### src/rtl/sdr_mon_pkg.sv
package sdr_mon_pkg;
  typedef enum logic [4:0] {
    CMD_DESEL   = 5'd0,
    CMD_NOP     = 5'd1,
    CMD_ACT     = 5'd2,
    CMD_RD      = 5'd3,
    CMD_RDA     = 5'd4,
    CMD_WR      = 5'd5,
    CMD_WRA     = 5'd6,
    CMD_PRE     = 5'd7,
    CMD_PREA    = 5'd8,
    CMD_MRS     = 5'd9,
    CMD_REF     = 5'd10,
    CMD_BST     = 5'd11,
    CMD_SREF_IN = 5'd12,
    CMD_PD_IN   = 5'd13,
    CMD_SUSP_IN = 5'd14,
    CMD_EXIT    = 5'd15,
    CMD_HOLD    = 5'd16
  } cmd_e;

  typedef enum logic [1:0] {
    MODE_NORMAL  = 2'd0,
    MODE_PDOWN   = 2'd1,
    MODE_SUSPEND = 2'd2,
    MODE_SREF    = 2'd3
  } mode_e;

  typedef enum logic [2:0] {
    ERR_NONE       = 3'd0,
    ERR_IDLE_BANK  = 3'd1,
    ERR_OPEN_BANK  = 3'd2,
    ERR_BANKS_OPEN = 3'd3,
    ERR_NO_BURST   = 3'd4
  } err_e;

  localparam int unsigned BL_FULL_CODE = 7;
  localparam int unsigned MAX_FIXED_BL = 8;
endpackage

### src/rtl/sdr_cmd_decode.sv
module sdr_cmd_decode
  import sdr_mon_pkg::*;
(
  input  logic cke_prev_i,
  input  logic cke_i,
  input  logic cs_ni,
  input  logic ras_ni,
  input  logic cas_ni,
  input  logic we_ni,
  input  logic a10_i,
  input  logic busy_i,
  output cmd_e cmd_o
);
  logic [2:0] pins;
  assign pins = {ras_ni, cas_ni, we_ni};

  always_comb begin
    cmd_o = CMD_HOLD;
    case ({cke_prev_i, cke_i})
      2'b00: cmd_o = CMD_HOLD;
      2'b01: cmd_o = CMD_EXIT;
      2'b10: begin
        // a running burst always turns a clock-enable fall into suspend
        if (busy_i)                        cmd_o = CMD_SUSP_IN;
        else if (!cs_ni && pins == 3'b001) cmd_o = CMD_SREF_IN;
        else                               cmd_o = CMD_PD_IN;
      end
      default: begin
        if (cs_ni) cmd_o = CMD_DESEL;
        else begin
          case (pins)
            3'b111:  cmd_o = CMD_NOP;
            3'b011:  cmd_o = CMD_ACT;
            3'b101:  cmd_o = a10_i ? CMD_RDA : CMD_RD;
            3'b100:  cmd_o = a10_i ? CMD_WRA : CMD_WR;
            3'b010:  cmd_o = a10_i ? CMD_PREA : CMD_PRE;
            3'b000:  cmd_o = CMD_MRS;
            3'b001:  cmd_o = CMD_REF;
            default: cmd_o = CMD_BST;
          endcase
        end
      end
    endcase
  end
endmodule

### src/rtl/sdr_bank_table.sv
module sdr_bank_table #(
  parameter int unsigned NUM_BANKS = 4
) (
  input  logic                 clk_i,
  input  logic                 rst_ni,
  input  logic [NUM_BANKS-1:0] open_i,
  input  logic [NUM_BANKS-1:0] close_i,
  output logic [NUM_BANKS-1:0] active_o
);
  for (genvar g = 0; g < NUM_BANKS; g++) begin : g_bank
    logic act_q;
    always_ff @(posedge clk_i or negedge rst_ni) begin
      if (!rst_ni)         act_q <= 1'b0;
      else if (open_i[g])  act_q <= 1'b1;
      else if (close_i[g]) act_q <= 1'b0;
    end
    assign active_o[g] = act_q;

    // the legality stage never asks to open a bank that is open
    a_r2_open_only_idle: assert property (@(posedge clk_i) disable iff (!rst_ni)
      open_i[g] |-> !act_q);
  end
endmodule

### src/rtl/sdr_burst_track.sv
module sdr_burst_track #(
  parameter int unsigned NUM_BANKS = 4,
  parameter int unsigned BA_W      = 2,
  parameter int unsigned CNT_W     = 3
) (
  input  logic                 clk_i,
  input  logic                 rst_ni,
  input  logic                 start_i,
  input  logic [BA_W-1:0]      start_ba_i,
  input  logic                 start_ap_i,
  input  logic                 full_i,
  input  logic [CNT_W-1:0]     len_m1_i,
  input  logic                 advance_i,
  input  logic                 stop_i,
  input  logic [NUM_BANKS-1:0] kill_i,
  output logic                 busy_o,
  output logic [NUM_BANKS-1:0] close_o
);
  logic [CNT_W-1:0] rem_q;
  logic             full_q, ap_q;
  logic [BA_W-1:0]  bank_q;
  logic             pend;

  assign busy_o = (rem_q != '0) || full_q;
  assign pend   = ap_q && (rem_q != '0);

  always_comb begin
    close_o = '0;
    if (start_i) begin
      if (pend && bank_q != start_ba_i) close_o[bank_q] = 1'b1;
      if (start_ap_i && !full_i && len_m1_i == '0) close_o[start_ba_i] = 1'b1;
    end else if (stop_i) begin
      if (pend) close_o[bank_q] = 1'b1;
    end else if (advance_i && pend && rem_q == CNT_W'(1)) begin
      close_o[bank_q] = 1'b1;
    end
  end

  always_ff @(posedge clk_i or negedge rst_ni) begin
    if (!rst_ni) begin
      rem_q  <= '0;
      full_q <= 1'b0;
      ap_q   <= 1'b0;
      bank_q <= '0;
    end else if (start_i) begin
      rem_q  <= full_i ? '0 : len_m1_i;
      full_q <= full_i;
      ap_q   <= start_ap_i && !full_i && (len_m1_i != '0);
      bank_q <= start_ba_i;
    end else if (stop_i || kill_i[bank_q]) begin
      rem_q  <= '0;
      full_q <= 1'b0;
      ap_q   <= 1'b0;
    end else if (advance_i && rem_q != '0) begin
      rem_q <= rem_q - 1'b1;
      if (rem_q == CNT_W'(1)) ap_q <= 1'b0;
    end
  end

  // an open-ended burst carries no count and no auto-precharge
  a_r7_full_no_ap: assert property (@(posedge clk_i) disable iff (!rst_ni)
    full_q |-> (rem_q == '0 && !ap_q));
endmodule

### src/rtl/sdr_cmd_monitor.sv
module sdr_cmd_monitor
  import sdr_mon_pkg::*;
#(
  parameter  int unsigned NUM_BANKS  = 4,
  parameter  int unsigned BL_FIELD_W = 3,
  localparam int unsigned BA_W       = $clog2(NUM_BANKS),
  localparam int unsigned CNT_W      = $clog2(MAX_FIXED_BL)
) (
  input  logic                  clk_i,
  input  logic                  rst_ni,
  input  logic                  cke_i,
  input  logic                  cs_ni,
  input  logic                  ras_ni,
  input  logic                  cas_ni,
  input  logic                  we_ni,
  input  logic [BA_W-1:0]       ba_i,
  input  logic                  a10_i,
  input  logic [BL_FIELD_W-1:0] bl_field_i,
  output logic [4:0]            cmd_o,
  output logic                  err_o,
  output logic [2:0]            err_code_o,
  output logic [1:0]            mode_o,
  output logic [NUM_BANKS-1:0]  bank_active_o,
  output logic                  burst_o
);
  logic                  cke_q;
  cmd_e                  cmd_d, cmd_q;
  err_e                  err_d, err_q;
  mode_e                 mode_d, mode_q;
  logic                  busy;
  logic [NUM_BANKS-1:0]  active, open_req, pre_close, burst_close;
  logic                  start, stop, mrs_we, all_idle, tgt_active, start_ap;
  logic [BL_FIELD_W-1:0] bl_q;
  logic [CNT_W:0]        bl_pow;
  logic [CNT_W-1:0]      len_m1;
  logic                  full_pg;

  sdr_cmd_decode u_dec (
    .cke_prev_i (cke_q),
    .cke_i      (cke_i),
    .cs_ni      (cs_ni),
    .ras_ni     (ras_ni),
    .cas_ni     (cas_ni),
    .we_ni      (we_ni),
    .a10_i      (a10_i),
    .busy_i     (busy),
    .cmd_o      (cmd_d)
  );

  assign all_idle   = ~|active;
  assign tgt_active = active[ba_i];
  assign start_ap   = (cmd_d == CMD_RDA) || (cmd_d == CMD_WRA);
  assign full_pg    = (bl_q == BL_FIELD_W'(BL_FULL_CODE));
  assign bl_pow     = (CNT_W + 1)'(1) << bl_q;
  // reserved codes fall back to a single beat
  assign len_m1     = (bl_q <= BL_FIELD_W'(CNT_W)) ? bl_pow[CNT_W-1:0] - 1'b1 : '0;

  always_comb begin
    err_d     = ERR_NONE;
    open_req  = '0;
    pre_close = '0;
    start     = 1'b0;
    stop      = 1'b0;
    mrs_we    = 1'b0;
    mode_d    = mode_q;
    case (cmd_d)
      CMD_ACT: if (tgt_active) err_d = ERR_OPEN_BANK;
               else            open_req[ba_i] = 1'b1;
      CMD_RD, CMD_RDA, CMD_WR, CMD_WRA:
               if (!tgt_active) err_d = ERR_IDLE_BANK;
               else             start = 1'b1;
      CMD_PRE:  pre_close[ba_i] = 1'b1;
      CMD_PREA: pre_close = '1;
      CMD_MRS: if (!all_idle) err_d = ERR_BANKS_OPEN;
               else           mrs_we = 1'b1;
      CMD_REF: if (!all_idle) err_d = ERR_BANKS_OPEN;
      CMD_BST: if (!busy)     err_d = ERR_NO_BURST;
               else           stop = 1'b1;
      CMD_SREF_IN: begin
        if (!all_idle) begin
          err_d  = ERR_BANKS_OPEN;
          mode_d = MODE_PDOWN;
        end else begin
          mode_d = MODE_SREF;
        end
      end
      CMD_PD_IN:   mode_d = MODE_PDOWN;
      CMD_SUSP_IN: mode_d = MODE_SUSPEND;
      CMD_EXIT:    mode_d = MODE_NORMAL;
      default: ;
    endcase
  end

  sdr_burst_track #(
    .NUM_BANKS (NUM_BANKS),
    .BA_W      (BA_W),
    .CNT_W     (CNT_W)
  ) u_burst (
    .clk_i      (clk_i),
    .rst_ni     (rst_ni),
    .start_i    (start),
    .start_ba_i (ba_i),
    .start_ap_i (start_ap),
    .full_i     (full_pg),
    .len_m1_i   (len_m1),
    .advance_i  (cke_q & cke_i),
    .stop_i     (stop),
    .kill_i     (pre_close),
    .busy_o     (busy),
    .close_o    (burst_close)
  );

  sdr_bank_table #(
    .NUM_BANKS (NUM_BANKS)
  ) u_banks (
    .clk_i    (clk_i),
    .rst_ni   (rst_ni),
    .open_i   (open_req),
    .close_i  (pre_close | burst_close),
    .active_o (active)
  );

  always_ff @(posedge clk_i or negedge rst_ni) begin
    if (!rst_ni) begin
      cke_q  <= 1'b1;
      cmd_q  <= CMD_DESEL;
      err_q  <= ERR_NONE;
      mode_q <= MODE_NORMAL;
      bl_q   <= '0;
    end else begin
      cke_q  <= cke_i;
      cmd_q  <= cmd_d;
      err_q  <= err_d;
      mode_q <= mode_d;
      if (mrs_we) bl_q <= bl_field_i;
    end
  end

  assign cmd_o         = cmd_q;
  assign err_o         = (err_q != ERR_NONE);
  assign err_code_o    = err_q;
  assign mode_o        = mode_q;
  assign bank_active_o = active;
  assign burst_o       = busy;

  // an illegal command never opens a bank
  a_r11_err_opens_none: assert property (@(posedge clk_i) disable iff (!rst_ni)
    err_o |-> ((bank_active_o & ~$past(bank_active_o)) == '0));
  // self-refresh is only held with every bank closed
  a_r9_sref_idle: assert property (@(posedge clk_i) disable iff (!rst_ni)
    (mode_o == MODE_SREF) |-> (bank_active_o == '0));
  // a burst survives only in normal or clock-suspend mode
  a_r9_burst_mode: assert property (@(posedge clk_i) disable iff (!rst_ni)
    burst_o |-> (mode_o == MODE_NORMAL || mode_o == MODE_SUSPEND));
  // normal mode implies clock enable was sampled high
  a_r10_normal_cke: assert property (@(posedge clk_i) disable iff (!rst_ni)
    (mode_o == MODE_NORMAL) |-> cke_q);
  // an accepted mode set was issued with all banks idle
  a_r5_mrs_idle: assert property (@(posedge clk_i) disable iff (!rst_ni)
    (cmd_o == CMD_MRS && !err_o) |-> ($past(bank_active_o) == '0));
endmodule

### config.mk
export PLATFORM = sky130hd
export DESIGN_NAME = sdr_cmd_monitor
export DESIGN_NICKNAME = d
export VERILOG_FILES = /design/src/rtl/sdr_mon_pkg.sv /design/src/rtl/sdr_cmd_decode.sv /design/src/rtl/sdr_bank_table.sv /design/src/rtl/sdr_burst_track.sv /design/src/rtl/sdr_cmd_monitor.sv
export SDC_FILE = /design/constraint.sdc
export NUM_CORES = 1
export LEC_CHECK = 0
export ABC_AREA = 0
export BUFFER_PORTS_ARGS = -buffer_cell sky130_fd_sc_hd__buf_2
export CAP_MARGIN = 20
export CORE_AREA = 3 3 72 74
export CTS_BUF_LIST = sky130_fd_sc_hd__clkbuf_16
export DETAILED_ROUTE_END_ITERATION = 12
export DIE_AREA = 0 0 75 77
export PLACE_DENSITY_LB_ADDON = 0.3
export SKIP_CTS_REPAIR_TIMING = 1
export SYNTH_ARGS = -nofsm -noshare
export SYNTH_HDL_FRONTEND = slang
export SYNTH_SLANG_ARGS = --single-unit
### constraint.sdc
create_clock -name clk_i -period 3.02 [get_ports clk_i]
set_input_delay 0.453 -clock clk_i [delete_from_list [all_inputs] [get_ports clk_i]]
set_output_delay 0.453 -clock clk_i [all_outputs]
set_load 0.01 [all_outputs]
==> metrics.md <==
| Metric | Value |
|---|---|
| Status | finished clean |
| TNS Setup | 0 ps |
| Rows | 25 |
| Hold Crit Class | in2async |
| Worst slew margin | a little under three fifths |
| Met3 Usage GRT | roughly 2.1% |
| Die width | around 75 um |
| Post-synth EDFFs | 0 |
| Starting DRC count in detailed routing | 117 |
| Internal reg-to-reg setup slack | 190 ps |
| Initial antenna violation count | 0 |
| Fin cells | between 200 and 300 |
| Post-synthesis sequential area ratio | about a third |
| Max-cap violations | 0 |
| Setup slack at placement | roughly 180 ps |
| DR vias | 1631 |
| Gr usage total | around 17% |
| Setup-failing EPs final | 0 |
| Number of global-route vias before repair | about 1600 |
| Multi-input logic area | between 0.001 and 0.0015 mm2 |
| Met2 Resource Use GR | about a quarter |
| Synthesized area | roughly 0.0018 mm2 |
| Clock sink count | 25 |
| GRT Residual Overflow | 0 |
| Final net count | 249 |
| DR DRC count | 0 |
| Unrepaired setup endpoints after global routing | false |
| Most frequent cell after synthesis | dfrtp_1 |
| Vias per cell | between 5 and 6 |
| GP Congestion | roughly 0.80 |
| IO Pins | 29 |
| Most crowded layer after global routing | met2 |
| Core area | ~0.0047 mm2 |
| Die span in y | just under 80 um |
| Starting Density | 39.1% |
| Final WS setup | 191 ps |
| TritonCTS clock tree | yes |
| Worst r2r path cells | 7 |
| Critical path arrival | ~3000 ps |
| Total Power | between 0.001 and 0.0015 W |
| Die ar. | ~0.0058 mm2 |
| P&R area growth vs syn | 13.3% |
| P_leak | 0.905 nW |
| Post-synthesis cell count | 205 |
| Antenna diode count | 0 |
| Routed len/inst | between 15 and 20 um |
| Synth area leaders | dfrtp_1, ha_1, mux2_2 |
| Netlist cell types | 53 |
| Main flop type after synthesis | dfrtp_1 |
| Power Density | about 650 mW/mm2 |
| First-pass GRT wire length | ~7.6 mm |
| Kind of critical path | reg2reg |
| Storage element area | ~630 um2 |
| Mean Syn Cell Area | a little under 9 um2 |
| Max VDD drop | 0.000305 V |
| Clk Latency, worst-skew pair | 260 ps |
| Tmin final | approximately 2800 ps |
| Placed insts | approximately 280 |
| Buffers on Ports | 28 |
| Clock Tree Buf Depth | 2 |
| WP data required | between 3000 and 4000 ps |
| H-tree levels | 1 |
| Post-synth ARST share | 100% |
| Num CTS Buffers | 3 |
| Total Wirelength | between 4 and 5 mm |
| Ys Warns | 0 |
| Critical Path Sink Type | flop |
| Slew @ Worst Pin | around 660 ps |
| Final period util | a little over nine tenths |
| Worst Path Max Fanout | 8 |
| Fill count | between 400 and 500 |
| CTS root buf | clkbuf_16 |
| Hold Vio Cnt, Final | 0 |
| Largest area contributor in the netlist | dfrtp_1 |
| Worst Skew | 3.77 ps |
| Critical Path Source Type | flop |
| DP HPWL | between 3 and 4 mm |
| Slew Limit Fails | 0 |
| Final ANT Viol Nets | 0 |
| Worst-path clk slew | around 70 ps |
| Fmax | 354 MHz |
| Drt pass-1 iters | 4 |
| Most frequent cells after synthesis | dfrtp_1, nor2_1, a21oi_1, inv_1, nand2b_1 |
| Ratio of cells with drive above 1 in the final layout | approximately a quarter |
| Seq cells post-synth | 25 |
| Post-Syn Nets | about 230 |
| Yosys top cell area share | roughly a third |
| GR met1 Demand/Resource | about a quarter |
| Largest net degree at the start of global routing | 26 |
cells in the final DEF, fill, tap and decap left out, drive strengths merged, types with 3 or more instances in the layout:
master,Yosys,final
or3,7,7
inv,11,11
nand3,8,8
nand3b,3,3
nand2,7,7
or4,5,5
ha,8,8
o21ai,3,3
nor2b,3,3
a21oi,15,15
o211ai,3,3
nor4,5,5
and3,6,6
dfrtp,24,24
nor2,18,18
buf,7,32
o2111ai,5,5
clkbuf,7,3
mux2,8,8
o31ai,4,4
nand2b,10,10
xnor2,3,3
per-stage QoR:
stage	utilization, %	hold slack [ps]	cell area [um2]
6_report	44.3	183	2070
5_1_grt	44.3	228	2070
4_1_cts	44.3	206	2070
3_5_place_dp	42.6	486	1980
3_3_place_gp	42.6	480	1980
2_1_floorplan	-	157	1820
cell type report:
type | count | share of cell area [%]
inverters | 12 | 2.18
repair buffers | 32 | 8.23
clock buffers | 3 | 3.63
clock inverters | 1 | 0.363
multi-input cells | 154 | 52.0
well taps | 54 | 3.27
flip-flops and latches | 25 | 30.3
power by group:
part           switching (W)  internal [W]
Combinational       0.000296      0.000234
Sequential         0.0000793      0.000425
Clock               0.000132      0.000180
Total               0.000507      0.000840
cell families (layout without fill, tap and decap cells):
family	after synthesis	in the layout	share of synthesized area [%]
AO/OA/AOI/OAI	47	47	18.1
adder cells (fa/ha/maj)	8	8	5.49
buffers and inverters	26	48	6.72
multiplexers	9	9	6.17
flip-flops	25	25	34.4
AND/OR/NAND/NOR	85	85	26.7
XOR/XNOR	5	5	2.40
worst paths after layout:
check                                      start                       endpoint
max                              cke_q$_DFF_PN1_   u_burst.rem_q[1]$_DFFE_PN0P_
min                                       rst_ni        err_code_o[1]$_DFF_PN0_
max reg2reg                      cke_q$_DFF_PN1_   u_burst.rem_q[1]$_DFFE_PN0P_
min reg2reg                mode_o[1]$_DFFE_PN0P_          mode_o[1]$_DFFE_PN0P_
max in group asynchronous                 rst_ni  u_burst.bank_q[1]$_DFFE_PN0N_
min in group clk_i                         cke_i                cke_q$_DFF_PN1_
state kept, by name (all words and copies together) (netlist names):
signal,flops
bl_q,3
cke_q,1
mode_o,2
u_burst.rem_q,3
u_burst.full_q,1
cmd_o,5
u_burst.ap_q,1
err_code_o,3
u_banks.g_bank.act_q,4
u_burst.bank_q,2
routing by layer:
layer  part of all wire [%]  vias to the layer above
met4                    1.1                        0
met5                      0                        -
met2                     47                       52
met3                    5.5                        4
li1                       -                      804
met1                     46                      771
critical path, stage by stage, from the launching register on:
cell and delay [ps]:
dfstp_2 540, ha_1 290, or3b_2 570, a211o_1 410
inv_1 130, a22oi_1 100, o221ai_1 460, o32ai_1 180
Note: power is estimated with default switching activity, not from simulation.
